<file path="src/rtl/blk_xfer_pkg.sv">
// Package: shared widths for the block transfer sequencer.
// Assumes a word holds exactly two card bytes.
package blk_xfer_pkg;
    localparam int BYTE_W  = 8;
    localparam int WORD_W  = 2 * BYTE_W;
    localparam int FIELD_W = 11;
    localparam int CNT_W   = FIELD_W + 1;
endpackage

</file>
<file path="src/rtl/xfer_len_blk_ctr.sv">
// Byte-per-block and block-per-transfer counters with programmed reload values.
// Assumes at most one byte step per cycle; configuration writes take priority over a step.
module xfer_len_blk_ctr #(
    parameter int FIELD_W = 11,
    parameter int CNT_W   = FIELD_W + 1
) (
    input  logic               clk,
    input  logic               rst_n,
    input  logic               len_we,
    input  logic [FIELD_W-1:0] len_field,
    input  logic               cnt_we,
    input  logic [FIELD_W-1:0] cnt_field,
    input  logic               step,
    output logic [CNT_W-1:0]   len_live,
    output logic [CNT_W-1:0]   cnt_live,
    output logic               blk_last,
    output logic               xfer_end
);
    localparam logic [CNT_W-1:0] ONE = CNT_W'(1);

    logic [CNT_W-1:0] len_prog, cnt_prog;
    logic [CNT_W-1:0] new_len, new_cnt;

    // Programmed value is the written field plus one.
    assign new_len  = CNT_W'(len_field) + ONE;
    assign new_cnt  = CNT_W'(cnt_field) + ONE;
    // Current byte is the final one of its block / of the transfer.
    assign blk_last = (len_live == ONE);
    assign xfer_end = step && blk_last && (cnt_live == ONE);

    // Programming, reload and countdown of both counters.
    always_ff @(posedge clk) begin
        if (!rst_n) begin
            len_prog <= ONE;
            cnt_prog <= ONE;
            len_live <= ONE;
            cnt_live <= ONE;
        end else if (len_we || cnt_we) begin
            if (len_we) begin
                len_prog <= new_len;
                len_live <= new_len;
            end
            if (cnt_we) begin
                cnt_prog <= new_cnt;
                cnt_live <= new_cnt;
                len_live <= len_we ? new_len : len_prog;
            end
        end else if (step) begin
            if (blk_last) begin
                len_live <= len_prog;
                cnt_live <= (cnt_live == ONE) ? cnt_prog : cnt_live - ONE;
            end else begin
                len_live <= len_live - ONE;
            end
        end
    end
endmodule

</file>
<file path="src/rtl/xfer_byte_packer.sv">
// Packs card bytes into FIFO words on receive and splits FIFO words on transmit.
// Assumes the low byte travels first and that a block end closes the current word.
module xfer_byte_packer #(
    parameter int BYTE_W = 8,
    parameter int WORD_W = 2 * BYTE_W
) (
    input  logic              clk,
    input  logic              rst_n,
    input  logic              clr,
    input  logic              rx_acc,
    input  logic [BYTE_W-1:0] rx_byte,
    input  logic              tx_acc,
    input  logic              blk_last,
    input  logic [WORD_W-1:0] rd_word,
    output logic              wr_valid,
    output logic [WORD_W-1:0] wr_word,
    output logic              rd_pop,
    output logic [BYTE_W-1:0] tx_byte
);
    logic              half;
    logic [BYTE_W-1:0] lo_q;
    logic              word_close;

    // A word closes on its second byte or on the last byte of a block.
    assign word_close = half || blk_last;
    assign wr_valid   = rx_acc && word_close;
    assign wr_word    = half ? {rx_byte, lo_q} : {{BYTE_W{1'b0}}, rx_byte};
    assign rd_pop     = tx_acc && word_close;
    assign tx_byte    = half ? rd_word[WORD_W-1:BYTE_W] : rd_word[BYTE_W-1:0];

    // Track which half of the word the next byte belongs to.
    always_ff @(posedge clk) begin
        if (!rst_n) begin
            half <= 1'b0;
            lo_q <= '0;
        end else if (clr) begin
            half <= 1'b0;
        end else if (rx_acc || tx_acc) begin
            half <= !word_close;
            if (rx_acc) lo_q <= rx_byte;
        end
    end
endmodule

</file>
<file path="src/rtl/blk_xfer_seq.sv">
// Top of the block transfer sequencer: run control, flow gating and handshakes.
// Assumes the FIFO updates fifo_level on the clock edge after a push or pop.
module blk_xfer_seq
    import blk_xfer_pkg::*;
#(
    parameter int LVL_W = 6,
    parameter int AF_W  = LVL_W - 1
) (
    input  logic               clk,
    input  logic               rst_n,
    input  logic               ctrl_en,
    input  logic               len_we,
    input  logic [FIELD_W-1:0] len_field,
    input  logic               cnt_we,
    input  logic [FIELD_W-1:0] cnt_field,
    output logic [CNT_W-1:0]   len_live,
    output logic [CNT_W-1:0]   cnt_live,
    input  logic               start,
    input  logic               start_rx,
    output logic               busy,
    output logic               xfer_done,
    input  logic [LVL_W-1:0]   fifo_level,
    input  logic [AF_W-1:0]    af_level,
    output logic               fifo_wr_valid,
    output logic [WORD_W-1:0]  fifo_wr_word,
    output logic               fifo_rd_pop,
    input  logic [WORD_W-1:0]  fifo_rd_word,
    input  logic               card_rx_valid,
    output logic               card_rx_ready,
    input  logic [BYTE_W-1:0]  card_rx_data,
    output logic               card_tx_valid,
    input  logic               card_tx_ready,
    output logic [BYTE_W-1:0]  card_tx_data
);
    logic active, dir_rx;
    logic rx_acc, tx_acc, step;
    logic blk_last, xfer_end;
    logic above_af;

    // Flow gating: receive holds above threshold, transmit holds when empty.
    assign above_af      = fifo_level > LVL_W'(af_level);
    assign card_rx_ready = active && ctrl_en && dir_rx && !above_af;
    assign card_tx_valid = active && ctrl_en && !dir_rx && (fifo_level != '0);
    assign rx_acc        = card_rx_valid && card_rx_ready;
    assign tx_acc        = card_tx_valid && card_tx_ready;
    assign step          = rx_acc || tx_acc;
    assign busy          = active;

    // Run state: start, completion and abort.
    always_ff @(posedge clk) begin
        if (!rst_n) begin
            active    <= 1'b0;
            dir_rx    <= 1'b0;
            xfer_done <= 1'b0;
        end else if (!ctrl_en) begin
            active    <= 1'b0;
        end else if (start) begin
            active    <= 1'b1;
            dir_rx    <= start_rx;
            xfer_done <= 1'b0;
        end else if (xfer_end) begin
            active    <= 1'b0;
            xfer_done <= 1'b1;
        end
    end

    xfer_len_blk_ctr #(.FIELD_W(FIELD_W), .CNT_W(CNT_W)) ctr_i (
        .clk(clk), .rst_n(rst_n),
        .len_we(len_we), .len_field(len_field),
        .cnt_we(cnt_we), .cnt_field(cnt_field),
        .step(step),
        .len_live(len_live), .cnt_live(cnt_live),
        .blk_last(blk_last), .xfer_end(xfer_end)
    );

    xfer_byte_packer #(.BYTE_W(BYTE_W), .WORD_W(WORD_W)) pack_i (
        .clk(clk), .rst_n(rst_n),
        .clr(start || !ctrl_en),
        .rx_acc(rx_acc), .rx_byte(card_rx_data),
        .tx_acc(tx_acc), .blk_last(blk_last),
        .rd_word(fifo_rd_word),
        .wr_valid(fifo_wr_valid), .wr_word(fifo_wr_word),
        .rd_pop(fifo_rd_pop), .tx_byte(card_tx_data)
    );
endmodule

</file>
<file path="config.mk">
export PLATFORM = sky130hd
export DESIGN_NAME = blk_xfer_seq
export DESIGN_NICKNAME = d
export VERILOG_FILES = /design/src/rtl/blk_xfer_pkg.sv /design/src/rtl/xfer_len_blk_ctr.sv /design/src/rtl/xfer_byte_packer.sv /design/src/rtl/blk_xfer_seq.sv
export SDC_FILE = /design/constraint.sdc
export NUM_CORES = 1
export LEC_CHECK = 0
export BUFFER_PORTS_ARGS = -buffer_cell sky130_fd_sc_hd__buf_2
export CORE_MARGIN = 2
export CORE_UTILIZATION = 52
export DETAILED_ROUTE_END_ITERATION = 10
export GPL_TIMING_DRIVEN = 0
export HOLD_SLACK_MARGIN = 0.03
export PLACE_DENSITY = 0.83
export SLEW_MARGIN = 0
export SYNTH_ARGS = -nofsm -noshare
export SYNTH_HDL_FRONTEND = slang
export SYNTH_SLANG_ARGS = --single-unit
</file>
<file path="constraint.sdc">
create_clock -name clk -period 3.13 [get_ports clk]
set_input_delay 0.626 -clock clk [delete_from_list [all_inputs] [get_ports clk]]
set_output_delay 0.626 -clock clk [all_outputs]
set_load 0.05 [all_outputs]
</file>
### Word level (Yosys, flattened, before mapping)

Index checks and enable logic that the tools add are counted.

* add/subtract/negate cells: 4
* order comparisons: 1
* equality and inequality tests: 4
* muxes and demuxes: 17
* bitwise logic cells: 2
* reduce and logical (&&, ||, !) cells: 31

Operators with widths (count)
* $mux W12: 11
* $add A11 B1 Y12 const B: 2
* $eq A12 B1 Y1 const B: 2
* $sub A12 B1 Y12 const B: 2
* $mux W16: 1
* $logic_and A1 B1 Y1: 11
* $reduce_and A2 Y1: 5
* $mux W8: 1
* $gt A6 B5 Y1: 1
* $reduce_and A3 Y1: 2
* $reduce_bool A2 Y1: 3
* $reduce_bool A6 Y1: 1
* $logic_not A1 Y1: 4
* $logic_or A1 B1 Y1: 4
* $mux W1: 4
* $ne A3 B3 Y1 const B: 1
* $ne A2 B2 Y1 const B: 1
* $not A1 Y1: 2
* $reduce_or A2 Y1: 1

* register bits: 60
* bits of input ports: 66
* output and inout port bits: 54
* logic and storage cells: 68

### Logic depth before layout (Yosys ltp)

Gate-level depths: netlist of run 1.

* depth in word-level cells: 9
* mapped depth: 9
* depth with buffers taken out: 8

### Hierarchy

A second synthesis of run 1 with hierarchy kept.

* cell total of the unflattened synthesis: 492
* area total of the unflattened synthesis: 4073.9 µm²

By module, submodules not included
* xfer_len_blk_ctr: instances 1, cells an instance 391, area an instance 3078.0 µm², sequential area each 960.9 µm²
* xfer_byte_packer: instances 1, cells an instance 60, area an instance 680.7 µm², sequential area each 180.2 µm²
* blk_xfer_seq: instances 1, cells an instance 41, area an instance 315.3 µm², sequential area each 60.1 µm²

### Worst setup path before layout of run 1

No wires, ideal clock.

* path type: input to output
* start point: input af_level[4]
* end point: output fifo_wr_valid
* arrival time: 2.614 ns
* required time: 2.504 ns
* setup slack: -0.110 ns
* stages on the path: 6
* buffers on the path: 0
* cell sequence: inv_1 > ha_1 > a211o_1 > a31oi_1 > a21oi_1 > nor3_1

* cells in the longest elaborated chain, start to end: 5

RTL lines
* start, declared: RTL line blk_xfer_seq.sv:23 `input logic [AF_W-1:0] af_level,`
* $gt A6 B5 Y1: RTL line blk_xfer_seq.sv:41 `assign above_af = fifo_level > LVL_W'(af_level);`
* $logic_not A1 Y1: RTL line blk_xfer_seq.sv:42 `assign card_rx_ready = active && ctrl_en && dir_rx && !above_af;`
* $logic_and A1 B1 Y1: RTL line blk_xfer_seq.sv:42
* $logic_and A1 B1 Y1: RTL line blk_xfer_seq.sv:44 `assign rx_acc = card_rx_valid && card_rx_ready;`
* $logic_and A1 B1 Y1: RTL line xfer_byte_packer.sv:26 `assign wr_valid = rx_acc && word_close;`
* end, declared: RTL line blk_xfer_seq.sv:24 `output logic fifo_wr_valid,`

No other way between the ends.

### Worst setup path in the final report of run 1

* start point: input fifo_level[4]
* end point: output fifo_wr_valid

* cells in the longest elaborated chain, start to end: 5

RTL lines
* start, declared: RTL line blk_xfer_seq.sv:22 `input logic [LVL_W-1:0] fifo_level,`
* $gt A6 B5 Y1: RTL line blk_xfer_seq.sv:41
* $logic_not A1 Y1: RTL line blk_xfer_seq.sv:42
* $logic_and A1 B1 Y1: RTL line blk_xfer_seq.sv:42
* $logic_and A1 B1 Y1: RTL line blk_xfer_seq.sv:44
* $logic_and A1 B1 Y1: RTL line xfer_byte_packer.sv:26

No other way between the ends.

==> results of run 1 <==
-- worst max-delay path, cell delays in order --
cell and delay, ns:
buf_2 0.11, ha_1 0.31, a211o_1 0.29, a31oi_1 0.21
a21oi_1 0.16, nor3_2 0.18, buf_2 0.28
-- cell families after synthesis --
kind of cell,synth area share (%)
DFF,31.5
xor gates and xnor gates,6.89
buffers and inverters,5.15
adders and majority gates,3.61
and+or+nand+nor,23.2
muxes,8.93
AOI/OAI and AO/OA,20.7
-- routing by layer --
layer / track usage (%) / vias up
met2: 48.1 / 169
met5: 0 / -
met3: 4.75 / 28
li1: - / 1991
met1: 33.4 / 1905
met4: 13.0 / 0
-- power groups by stage --
stage,clock (W),sequential (W),combinational (W)
3_5_place_dp,0,0.000881,0.000569
6_report,0.000882,0.000865,0.000579
2_1_floorplan,0,0.000959,0.000322
4_1_cts,0.000878,0.000864,0.000574
3_3_place_gp,0,0.000878,0.000556
5_1_grt,0.000908,0.000872,0.000630
-- area by class of cell --
type	count	area [µm²]
Multi-Input combinational cell	374	2420
Fill cell	594	2390
Sequential cell	60	1200
Timing Repair Buffer	118	591
Clock buffer	10	138
Tap cell	99	124
Buffer	27	121
Clock inverter	6	111
Inverter	20	75.1
-- final timing paths --
kind / endpoint / depth (start not counted) / startpoint
setup / recovery: fifo_wr_valid / 7 / fifo_level[4]
hold / removal: ctr_i.len_prog[8] / 2 / ctr_i.len_prog[8]
setup reg to reg: ctr_i.cnt_live[7] / 7 / ctr_i.len_live[0]
hold reg to reg: ctr_i.len_prog[8] / 2 / ctr_i.len_prog[8]
-- registers in the layout, indices dropped and copies added, names as in the netlist --
name	flops
pack_i.half	1
dir_rx	1
ctr_i.cnt_live	12
xfer_done	1
ctr_i.cnt_prog	12
pack_i.lo_q	8
busy	1
ctr_i.len_live	12
ctr_i.len_prog	12
-- cell usage in the layout (no fill, tap or decap), types with 3 or more instances in the layout --
master / synthesis / layout
xnor2_1: 18 / 18
bufinv_16: 0 / 3
a211oi_2: 3 / 3
a211oi_1: 12 / 12
inv_1: 19 / 19
nor3_1: 13 / 12
o21ai_0: 22 / 22
nand4_1: 4 / 4
nand3_1: 16 / 16
o211ai_1: 8 / 8
dfxtp_1: 60 / 60
a31oi_1: 9 / 9
and2_1: 12 / 12
and3_1: 8 / 8
nor4_1: 6 / 6
xor2_1: 12 / 12
ha_1: 11 / 11
clkbuf_1: 18 / 18
o31ai_1: 8 / 8
buf_1: 3 / 3
o21ai_1: 4 / 4
mux2_2: 16 / 16
mux2i_1: 16 / 16
buf_2: 4 / 122
a311oi_1: 5 / 5
clkbuf_8: 0 / 10
nand2_1: 42 / 42
a21oi_1: 33 / 33
nor2_1: 61 / 61
-- stage by stage --
step / worst slack, ns / hold slack [ns] / instances
floorplan: 0.137 / 0.433 / 481
global route: 0.183 / 0.472 / 714
detailed placement: 0.309 / 0.447 / 698
CTS: 0.325 / 0.457 / 714
global placement: 0.341 / 0.442 / 698
finish: 0.336 / 0.460 / 714
==> impl_metrics.py, run 1 <==
metrics = {
    "drt": {
        "wl_per_cell_um": 15.6,
        "drt-met1-wl_mm": 4.57,
        "wl_met2_mm": 5.60,
        "top_layer": "met4",
        "drt-initial-drc-count": 209,
        "dr_wl_met3_um": 714,
        "drc": 0,
        "num_vias": 4093,
        "vias_per_cell": 5.73,
        "drt_pass1_iterations": 5,
        "totalWireLength_mm": 11.2,
        "drt.antenna.violating_nets": 0,
    },
    "global_route": {
        "first_global_vias": 3863,
        "grt_pass1_wl_mm": 17.2,
        "antenna_found_initial": 0,
        "overflow": 0,
        "grt_use_total_pct": 27.8,
        "grt_max_degree": 12,
    },
    "clock_network": {
        "cts_buffers": 9,
        "cts_tree": "yes",
        "holdBufCountCts": 0,
        "clock_path_buffers": 2,
        "clkLatencyLatePin_ns": 0.35,
        "cts_setup_buffers": 0,
        "path_clk_slew_ns": 0.07,
        "cts_resized": 0,
        "cts-htree-levels": 3,
        "clock-sinks": 60,
        "cts_root_buffer": "clkbuf_8",
    },
    "synthesis": {
        "synth_seq_cells": 60,
        "synth_edf_count": 0,
        "synth_top_cells_by_area": "dfxtp_1 (32%), nor2_1 (6.0%), mux2_2 (4.7%)",
        "ys_seq_area_share_pct": 31.5,
        "synthesis.area_um2": 3810,
        "syn-num-nets": 558,
        "ys_top_cells_by_count": "nor2_1 (61), dfxtp_1 (60), nand2_1 (42)",
        "synth_area_per_cell_um2": 7.93,
        "synth_cells": 481,
        "async_flop_share_pct": 0,
        "yosys_warnings": 0,
        "synth_top_area_cell": "dfxtp_1",
        "synth_flop_cell": "dfxtp_1",
        "yosysTopAreaCellShare_pct": 31.5,
        "yosysUniqueCellTypes": 56,
        "synthMostInstantiatedCell": "nor2_1",
    },
    "final_layout": {
        "n_antenna_cell": 0,
        "area_delta_synth_final_pct": 25.4,
        "drive_gt1_share_pct": 28.3,
        "final_area_um2": 4780,
        "post-route-util_pct": 66.6,
        "nets": 687,
    },
    "worst_setup_path": {
        "cp-end-kind": "primary output",
        "cp-start-kind": "primary input",
        "cp.required_ns": 2.50,
        "r2r_setup_slack_ns": 0.65,
        "worstPathMaxFanout": 3,
        "critPathKind": "primary input to primary output",
        "arrival_ns": 2.17,
    },
    "sta": {
        "clock_skew_ns": 0.0135,
        "slew_violations": 0,
        "fmax_mhz": 358,
        "setup_viol": 0,
        "rsz0062_at_grt": "no",
        "tightest_slew_ns": 0.839,
        "period_share_pct": 89.3,
        "fin_setup_tns_ns": 0,
        "slew_headroom_pct": 43.8,
        "hold_violations": 0,
        "fin_crit_ns": 2.79,
    },
    "min_path": {
        "hold_path_class": "register to register",
    },
    "pwr": {
        "power_w": 0.00233,
        "p_int_w": 0.00156,
        "comb_power_share_pct": 24.9,
        "p_switching_w": 0.000766,
        "powerDensity_nw_per_um2": 487,
        "power_frac_seq_pct": 37.2,
        "p_leak_nw": 2.10,
        "peakVddDrop_mv": 0.377,
        "switching_share_pct": 32.9,
        "clock_power_share_pct": 37.9,
    },
    "floorplanning": {
        "start_util_pct": 53.1,
        "io_pins": 120,
        "core_um2": 7180,
        "die_w_um": 89.6,
        "dieArea_um2": 8030,
        "fp.dieH_um": 89.6,
        "row_count": 31,
    },
    "outcome": {
        "status": "completed",
    },
    "flow_run": {
        "max_cap_violations": 0,
    },
    "placement": {
        "io_buffers": 118,
        "place_hpwl_mm": 8.37,
        "placed_area_um2": 4530,
        "place_congestion": 0.912,
    },
}
(Power assumes the default switching activity.)
==> inputs of run 2 (changes only) <==
--- a/config.mk
+++ b/config.mk
@@ -5,13 +5,15 @@
 export SDC_FILE = /design/constraint.sdc
 export NUM_CORES = 1
 export LEC_CHECK = 0
+export ABC_AREA = 1
 export BUFFER_PORTS_ARGS = -buffer_cell sky130_fd_sc_hd__buf_2
-export CORE_MARGIN = 2
-export CORE_UTILIZATION = 52
+export CORE_MARGIN = 3
+export CORE_UTILIZATION = 53
 export DETAILED_ROUTE_END_ITERATION = 10
 export GPL_TIMING_DRIVEN = 0
 export HOLD_SLACK_MARGIN = 0.03
 export PLACE_DENSITY = 0.83
+export SKIP_CTS_REPAIR_TIMING = 1
 export SLEW_MARGIN = 0
 export SYNTH_ARGS = -nofsm -noshare
 export SYNTH_HDL_FRONTEND = slang
==> impl_metrics.py, run 2 <==
metrics = {
    "final_layout": {
        "area_delta_synth_final_pct": 21.0,
        "nFillCells": 717,
        "multi_input_area_um2": 2600,
        "drive_gt1_share_pct": 21.5,
        "final-seq-area_um2": 1200,
        "nets": 908,
        "final_cell_mix": "nand2_1 (203), buf_2 (126), nor2_1 (85), inv_1 (82), dfxtp_1 (60)",
        "n_antenna_cell": 0,
        "final_common_cell": "nand2_1",
    },
    "global_route": {
        "first_global_vias": 4222,
        "grt_use_total_pct": 26.3,
        "grt_max_degree": 11,
        "grt_pass1_wl_mm": 19.0,
        "antenna_found_initial": 0,
        "overflow": 0,
    },
    "sta": {
        "slew_violations": 0,
        "fmax_mhz": 368,
        "rsz0062_at_grt": "no",
        "slew_headroom_pct": 65.9,
        "fin_setup_tns_ns": 0,
        "fin_crit_ns": 2.72,
        "tightest_slew_ns": 0.512,
        "period_share_pct": 86.9,
        "clock_skew_ns": 0.00879,
        "hold_violations": 0,
        "setup_viol": 0,
    },
    "synthesis": {
        "synth_cells": 702,
        "synth_top_area_cell": "dfxtp_1",
        "ys_seq_area_share_pct": 28.1,
        "yosysTopAreaCellShare_pct": 28.1,
        "yosysUniqueCellTypes": 44,
        "synth_seq_cells": 60,
        "synth_area_per_cell_um2": 6.09,
        "synthesis.area_um2": 4280,
        "synth_edf_count": 0,
        "synth_top_cells_by_area": "dfxtp_1 (28%), nand2_1 (18%), nor2_1 (7.5%)",
        "synthMostInstantiatedCell": "nand2_1",
        "yosys_warnings": 0,
        "synth_flop_cell": "dfxtp_1",
        "syn-num-nets": 779,
        "async_flop_share_pct": 0,
        "ys_top_cells_by_count": "nand2_1 (203), nor2_1 (85), inv_1 (82)",
    },
    "pwr": {
        "power_w": 0.00221,
        "p_leak_nw": 2.80,
        "peakVddDrop_mv": 0.206,
        "powerDensity_nw_per_um2": 427,
    },
    "floorplanning": {
        "fp.dieH_um": 95.8,
        "dieArea_um2": 9180,
        "row_count": 32,
        "start_util_pct": 55.1,
        "core_um2": 7770,
        "die_w_um": 95.8,
        "io_pins": 120,
    },
    "placement": {
        "place_congestion": 1.01,
        "place_hpwl_mm": 9.76,
        "io_buffers": 118,
    },
    "drt": {
        "totalWireLength_mm": 12.4,
        "vias_per_cell": 5.28,
        "drc": 0,
        "drt.antenna.violating_nets": 0,
        "drt_pass1_iterations": 5,
        "drt-initial-drc-count": 298,
        "num_vias": 4955,
        "wl_per_cell_um": 13.2,
    },
    "flow_run": {
        "max_cap_violations": 0,
    },
    "worst_setup_path": {
        "cp_slowest_stage_delay_ns": 0.33,
        "arrival_ns": 2.09,
        "cp.required_ns": 2.50,
        "critical_path.most_common_cell": "inv_1",
        "critPathKind": "register to primary output",
        "cp-start-kind": "register",
        "path_cells": "inv_1 -> ha_1 -> inv_1 -> nor3_1 -> nand2_2 -> buf_6 -> clkinv_4 -> nor2_2 -> nor2_1 -> buf_2",
        "cp-end-kind": "primary output",
        "worstPathMaxFanout": 10,
        "slowest_stage": "dfxtp_1",
    },
    "clock_network": {
        "clock_path_buffers": 2,
        "path_clk_slew_ns": 0.06,
        "clkLatencyLatePin_ns": 0.34,
        "cts_buffers": 9,
        "clock-sinks": 60,
        "cts_root_buffer": "clkbuf_8",
        "cts-htree-levels": 3,
        "cts_tree": "yes",
    },
    "outcome": {
        "status": "completed",
    },
    "min_path": {
        "hold_path_class": "register to register",
    },
}
[run 2: kinds of logic after synthesis]
family,after synthesis,share of synthesized area [%]
and+or+nand+nor,395,40.3
AOI/OAI and AO/OA,112,14.6
buffers and inverters,111,11.1
DFF,60,28.1
xor gates and xnor gates,12,2.46
adders and majority gates,11,3.22
muxes,1,0.234
[run 2: worst paths after layout]
| kind | start | endpoint | slack [ns] | cells past startpoint |
|---|---|---|---|---|
| worst max register to register | ctr_i.cnt_live[0] | ctr_i.cnt_live[10] | 1.19 | 11 |
| worst min register to register | xfer_done | xfer_done | 0.47 | 2 |
| worst max-delay path | ctr_i.len_live[1] | fifo_rd_pop | 0.41 | 10 |
| worst min-delay path | xfer_done | xfer_done | 0.47 | 2 |
[run 2: layer usage]
metal / share of wire (%) / GRT usage [%]
met5: 0 / 0
met3: 8.2 / 4.38
met2: 47 / 45.9
met4: 2.0 / 9.60
met1: 43 / 32.4
[run 2: power by group]
group	internal, W	leakage, nW	total [W]	switching (W)
registers	0.000813	0.495	0.000867	0.0000535
clock network	0.000328	0.0961	0.000641	0.000313
logic	0.000218	2.21	0.000699	0.000482
total	0.00136	2.80	0.00221	0.000848
[run 2: stage by stage]
| step | hold slack, ns | instances | utilization [%] | setup WS, ns | cell area (µm²) |
|---|---|---|---|---|---|
| floorplan | 0.443 | 702 | - | 0.184 | 4280 |
| global placement | 0.443 | 922 | 64.3 | 0.442 | 4990 |
| detailed placement | 0.454 | 922 | 64.3 | 0.440 | 4990 |
| CTS | 0.464 | 938 | 66.6 | 0.414 | 5170 |
| global route | 0.497 | 938 | 66.6 | 0.277 | 5170 |
| finish | 0.466 | 938 | 66.6 | 0.410 | 5170 |
[run 2: worst max-delay path, delay by kind of cell, from the launching register on]
kind                       cells  cell delay, ns
DFF                            1            0.33
adders and majority gates      1            0.19
and+or+nand+nor                4            0.52
buffers and inverters          5            0.69
[run 2: final cells by class]
cell class	instances	area share, %
Multi-Input combinational cell	531	50.3
Sequential cell	60	23.2
Timing Repair Buffer	118	11.4
Inverter	89	6.58
Clock buffer	12	3.00
Buffer	22	2.56
Tap cell	102	2.47
Clock inverter	4	0.459
==> inputs of run 3 (changes only) <==
--- a/config.mk
+++ b/config.mk
@@ -5,14 +5,13 @@
 export SDC_FILE = /design/constraint.sdc
 export NUM_CORES = 1
 export LEC_CHECK = 0
-export ABC_AREA = 1
-export BUFFER_PORTS_ARGS = -buffer_cell sky130_fd_sc_hd__buf_2
 export CORE_MARGIN = 3
-export CORE_UTILIZATION = 53
+export CORE_UTILIZATION = 50
 export DETAILED_ROUTE_END_ITERATION = 10
+export DONT_BUFFER_PORTS = 1
 export GPL_TIMING_DRIVEN = 0
 export HOLD_SLACK_MARGIN = 0.03
-export PLACE_DENSITY = 0.83
+export PLACE_DENSITY = 0.67
 export SKIP_CTS_REPAIR_TIMING = 1
 export SLEW_MARGIN = 0
 export SYNTH_ARGS = -nofsm -noshare
==> impl_metrics.py, run 3 (synthesis gave the netlist of run 1 again) <==
metrics = {
    "flow_run": {
        "max_cap_violations": 0,
    },
    "final_layout": {
        "n_antenna_cell": 0,
        "final_common_cell": "nor2_1",
        "final-seq-area_um2": 1200,
        "final_cell_mix": "nor2_1 (60), dfxtp_1 (59), nand2_1 (42), a21oi_1 (33), o21ai_0 (22)",
        "multi_input_area_um2": 2460,
        "nets": 571,
        "nFillCells": 688,
        "drive_gt1_share_pct": 12.0,
        "area_delta_synth_final_pct": 9.42,
        "post-route-util_pct": 56.9,
    },
    "global_route": {
        "grt_max_degree": 11,
        "antenna_found_initial": 0,
        "grt_pass1_wl_mm": 16.8,
        "first_global_vias": 3408,
        "overflow": 0,
        "grt_use_total_pct": 24.3,
    },
    "sta": {
        "fmax_mhz": 332,
        "slew_violations": 0,
        "setup_ws_ns": 0.117,
        "setup_viol": 0,
        "hold_slack_ns": 0.366,
        "rsz0062_at_grt": "no",
        "hold_violations": 0,
        "clock_skew_ns": 0.00931,
        "tightest_slew_ns": 0.877,
        "slew_headroom_pct": 41.3,
        "period_share_pct": 96.3,
        "fin_crit_ns": 3.01,
    },
    "pwr": {
        "peakVddDrop_mv": 0.237,
        "p_switching_w": 0.000709,
        "p_int_w": 0.00127,
        "comb_power_share_pct": 20.7,
        "clock_power_share_pct": 30.7,
        "power_frac_seq_pct": 48.6,
        "powerDensity_nw_per_um2": 475,
        "switching_share_pct": 35.8,
        "p_leak_nw": 1.59,
    },
    "placement": {
        "place_hpwl_mm": 7.74,
        "io_buffers": 0,
        "pre_cts_slack_ns": -0.0273,
        "place_congestion": 0.871,
    },
    "worst_setup_path": {
        "r2r-end": "ctr_i.cnt_live[6]",
        "crit_end": "fifo_rd_pop",
        "cp.required_ns": 2.50,
        "arrival_ns": 2.39,
        "cp-start-kind": "register",
        "rr_startpoint": "busy",
        "reg2reg_depth": 7,
        "cp-end-kind": "primary output",
        "critPathLaunch": "busy",
        "critPathKind": "register to primary output",
        "worstPathMaxFanout": 5,
        "r2r_setup_slack_ns": 0.19,
    },
    "drt": {
        "vias_per_cell": 6.03,
        "totalWireLength_mm": 10.4,
        "drc": 0,
        "wl_per_cell_um": 17.3,
        "drt.antenna.violating_nets": 0,
        "num_vias": 3607,
        "drt_pass1_iterations": 5,
        "drt-initial-drc-count": 153,
    },
    "clock_network": {
        "cts_buffers": 9,
        "clock-sinks": 60,
        "path_clk_slew_ns": 0.06,
        "cts-htree-levels": 3,
        "clock_path_buffers": 2,
        "cts_tree": "yes",
        "clkLatencyLatePin_ns": 0.34,
        "cts_root_buffer": "clkbuf_8",
    },
    "min_path": {
        "hold_path_class": "primary input to register",
    },
    "floorplanning": {
        "fp.dieH_um": 93.3,
        "core_um2": 7330,
        "die_w_um": 93.3,
        "row_count": 31,
        "io_pins": 120,
        "dieArea_um2": 8710,
        "start_util_pct": 52.0,
    },
    "outcome": {
        "status": "completed",
    },
}
[run 3: worst min path at each step]
stage | from | to | slack [ns] | cells after the start
2_1_floorplan | ctr_i.len_prog[9] | ctr_i.len_prog[9] | 0.43 | 2
3_3_place_gp | ctr_i.len_prog[1] | ctr_i.len_prog[1] | 0.44 | 2
3_5_place_dp | ctr_i.len_prog[1] | ctr_i.len_prog[1] | 0.45 | 2
4_1_cts | start | pack_i.half | 0.35 | 1
5_1_grt | start | pack_i.half | 0.35 | 1
6_report | start | pack_i.half | 0.37 | 1
[run 3: power groups by stage]
stage / Sequential (W) / Clock, W / Combinational (W)
after floorplan: 0.000959 / 0 / 0.000322
after detailed placement: 0.000976 / 0 / 0.000389
final: 0.000964 / 0.000608 / 0.000409
after global routing: 0.000972 / 0.000661 / 0.000454
after CTS: 0.000960 / 0.000626 / 0.000392
after global placement: 0.000975 / 0 / 0.000384
[run 3: critical path: stages (launching register included)]
cell	delay, ns
dfxtp_1	0.72
nand2_1	0.20
a211oi_4	0.63
nand2_1	0.20
nor2_4	0.31
[run 3: cell type report]
cell class | count | share of cell area, %
clock buffers | 11 | 3.39
inverters | 20 | 1.80
clock inverters | 5 | 0.660
flip-flops and latches | 60 | 28.8
well taps | 99 | 2.97
repair buffers | 2 | 0.360
plain buffers | 27 | 2.91
multi-input cells | 374 | 59.1
[run 3: through the flow]
| stage | setup TNS, ns | total power (W) | cells | instance area [µm²] |
|---|---|---|---|---|
| 5_1_grt | 0 | 0.00209 | 598 | 4170 |
| 3_3_place_gp | -0.0134 | 0.00136 | 580 | 3940 |
| 4_1_cts | -0.782 | 0.00198 | 596 | 4110 |
| 2_1_floorplan | 0 | 0.00128 | 481 | 3820 |
| 3_5_place_dp | -0.0273 | 0.00137 | 580 | 3940 |
| 6_report | 0 | 0.00198 | 598 | 4170 |
[run 3: metal layers]
metal	vias to the layer above	GRT usage [%]	wire (µm)
met3	17	7.16	840
met1	1699	30.6	4270
met2	131	39.2	5080
met5	-	0	0
met4	0	8.91	160
li1	1760	-	-
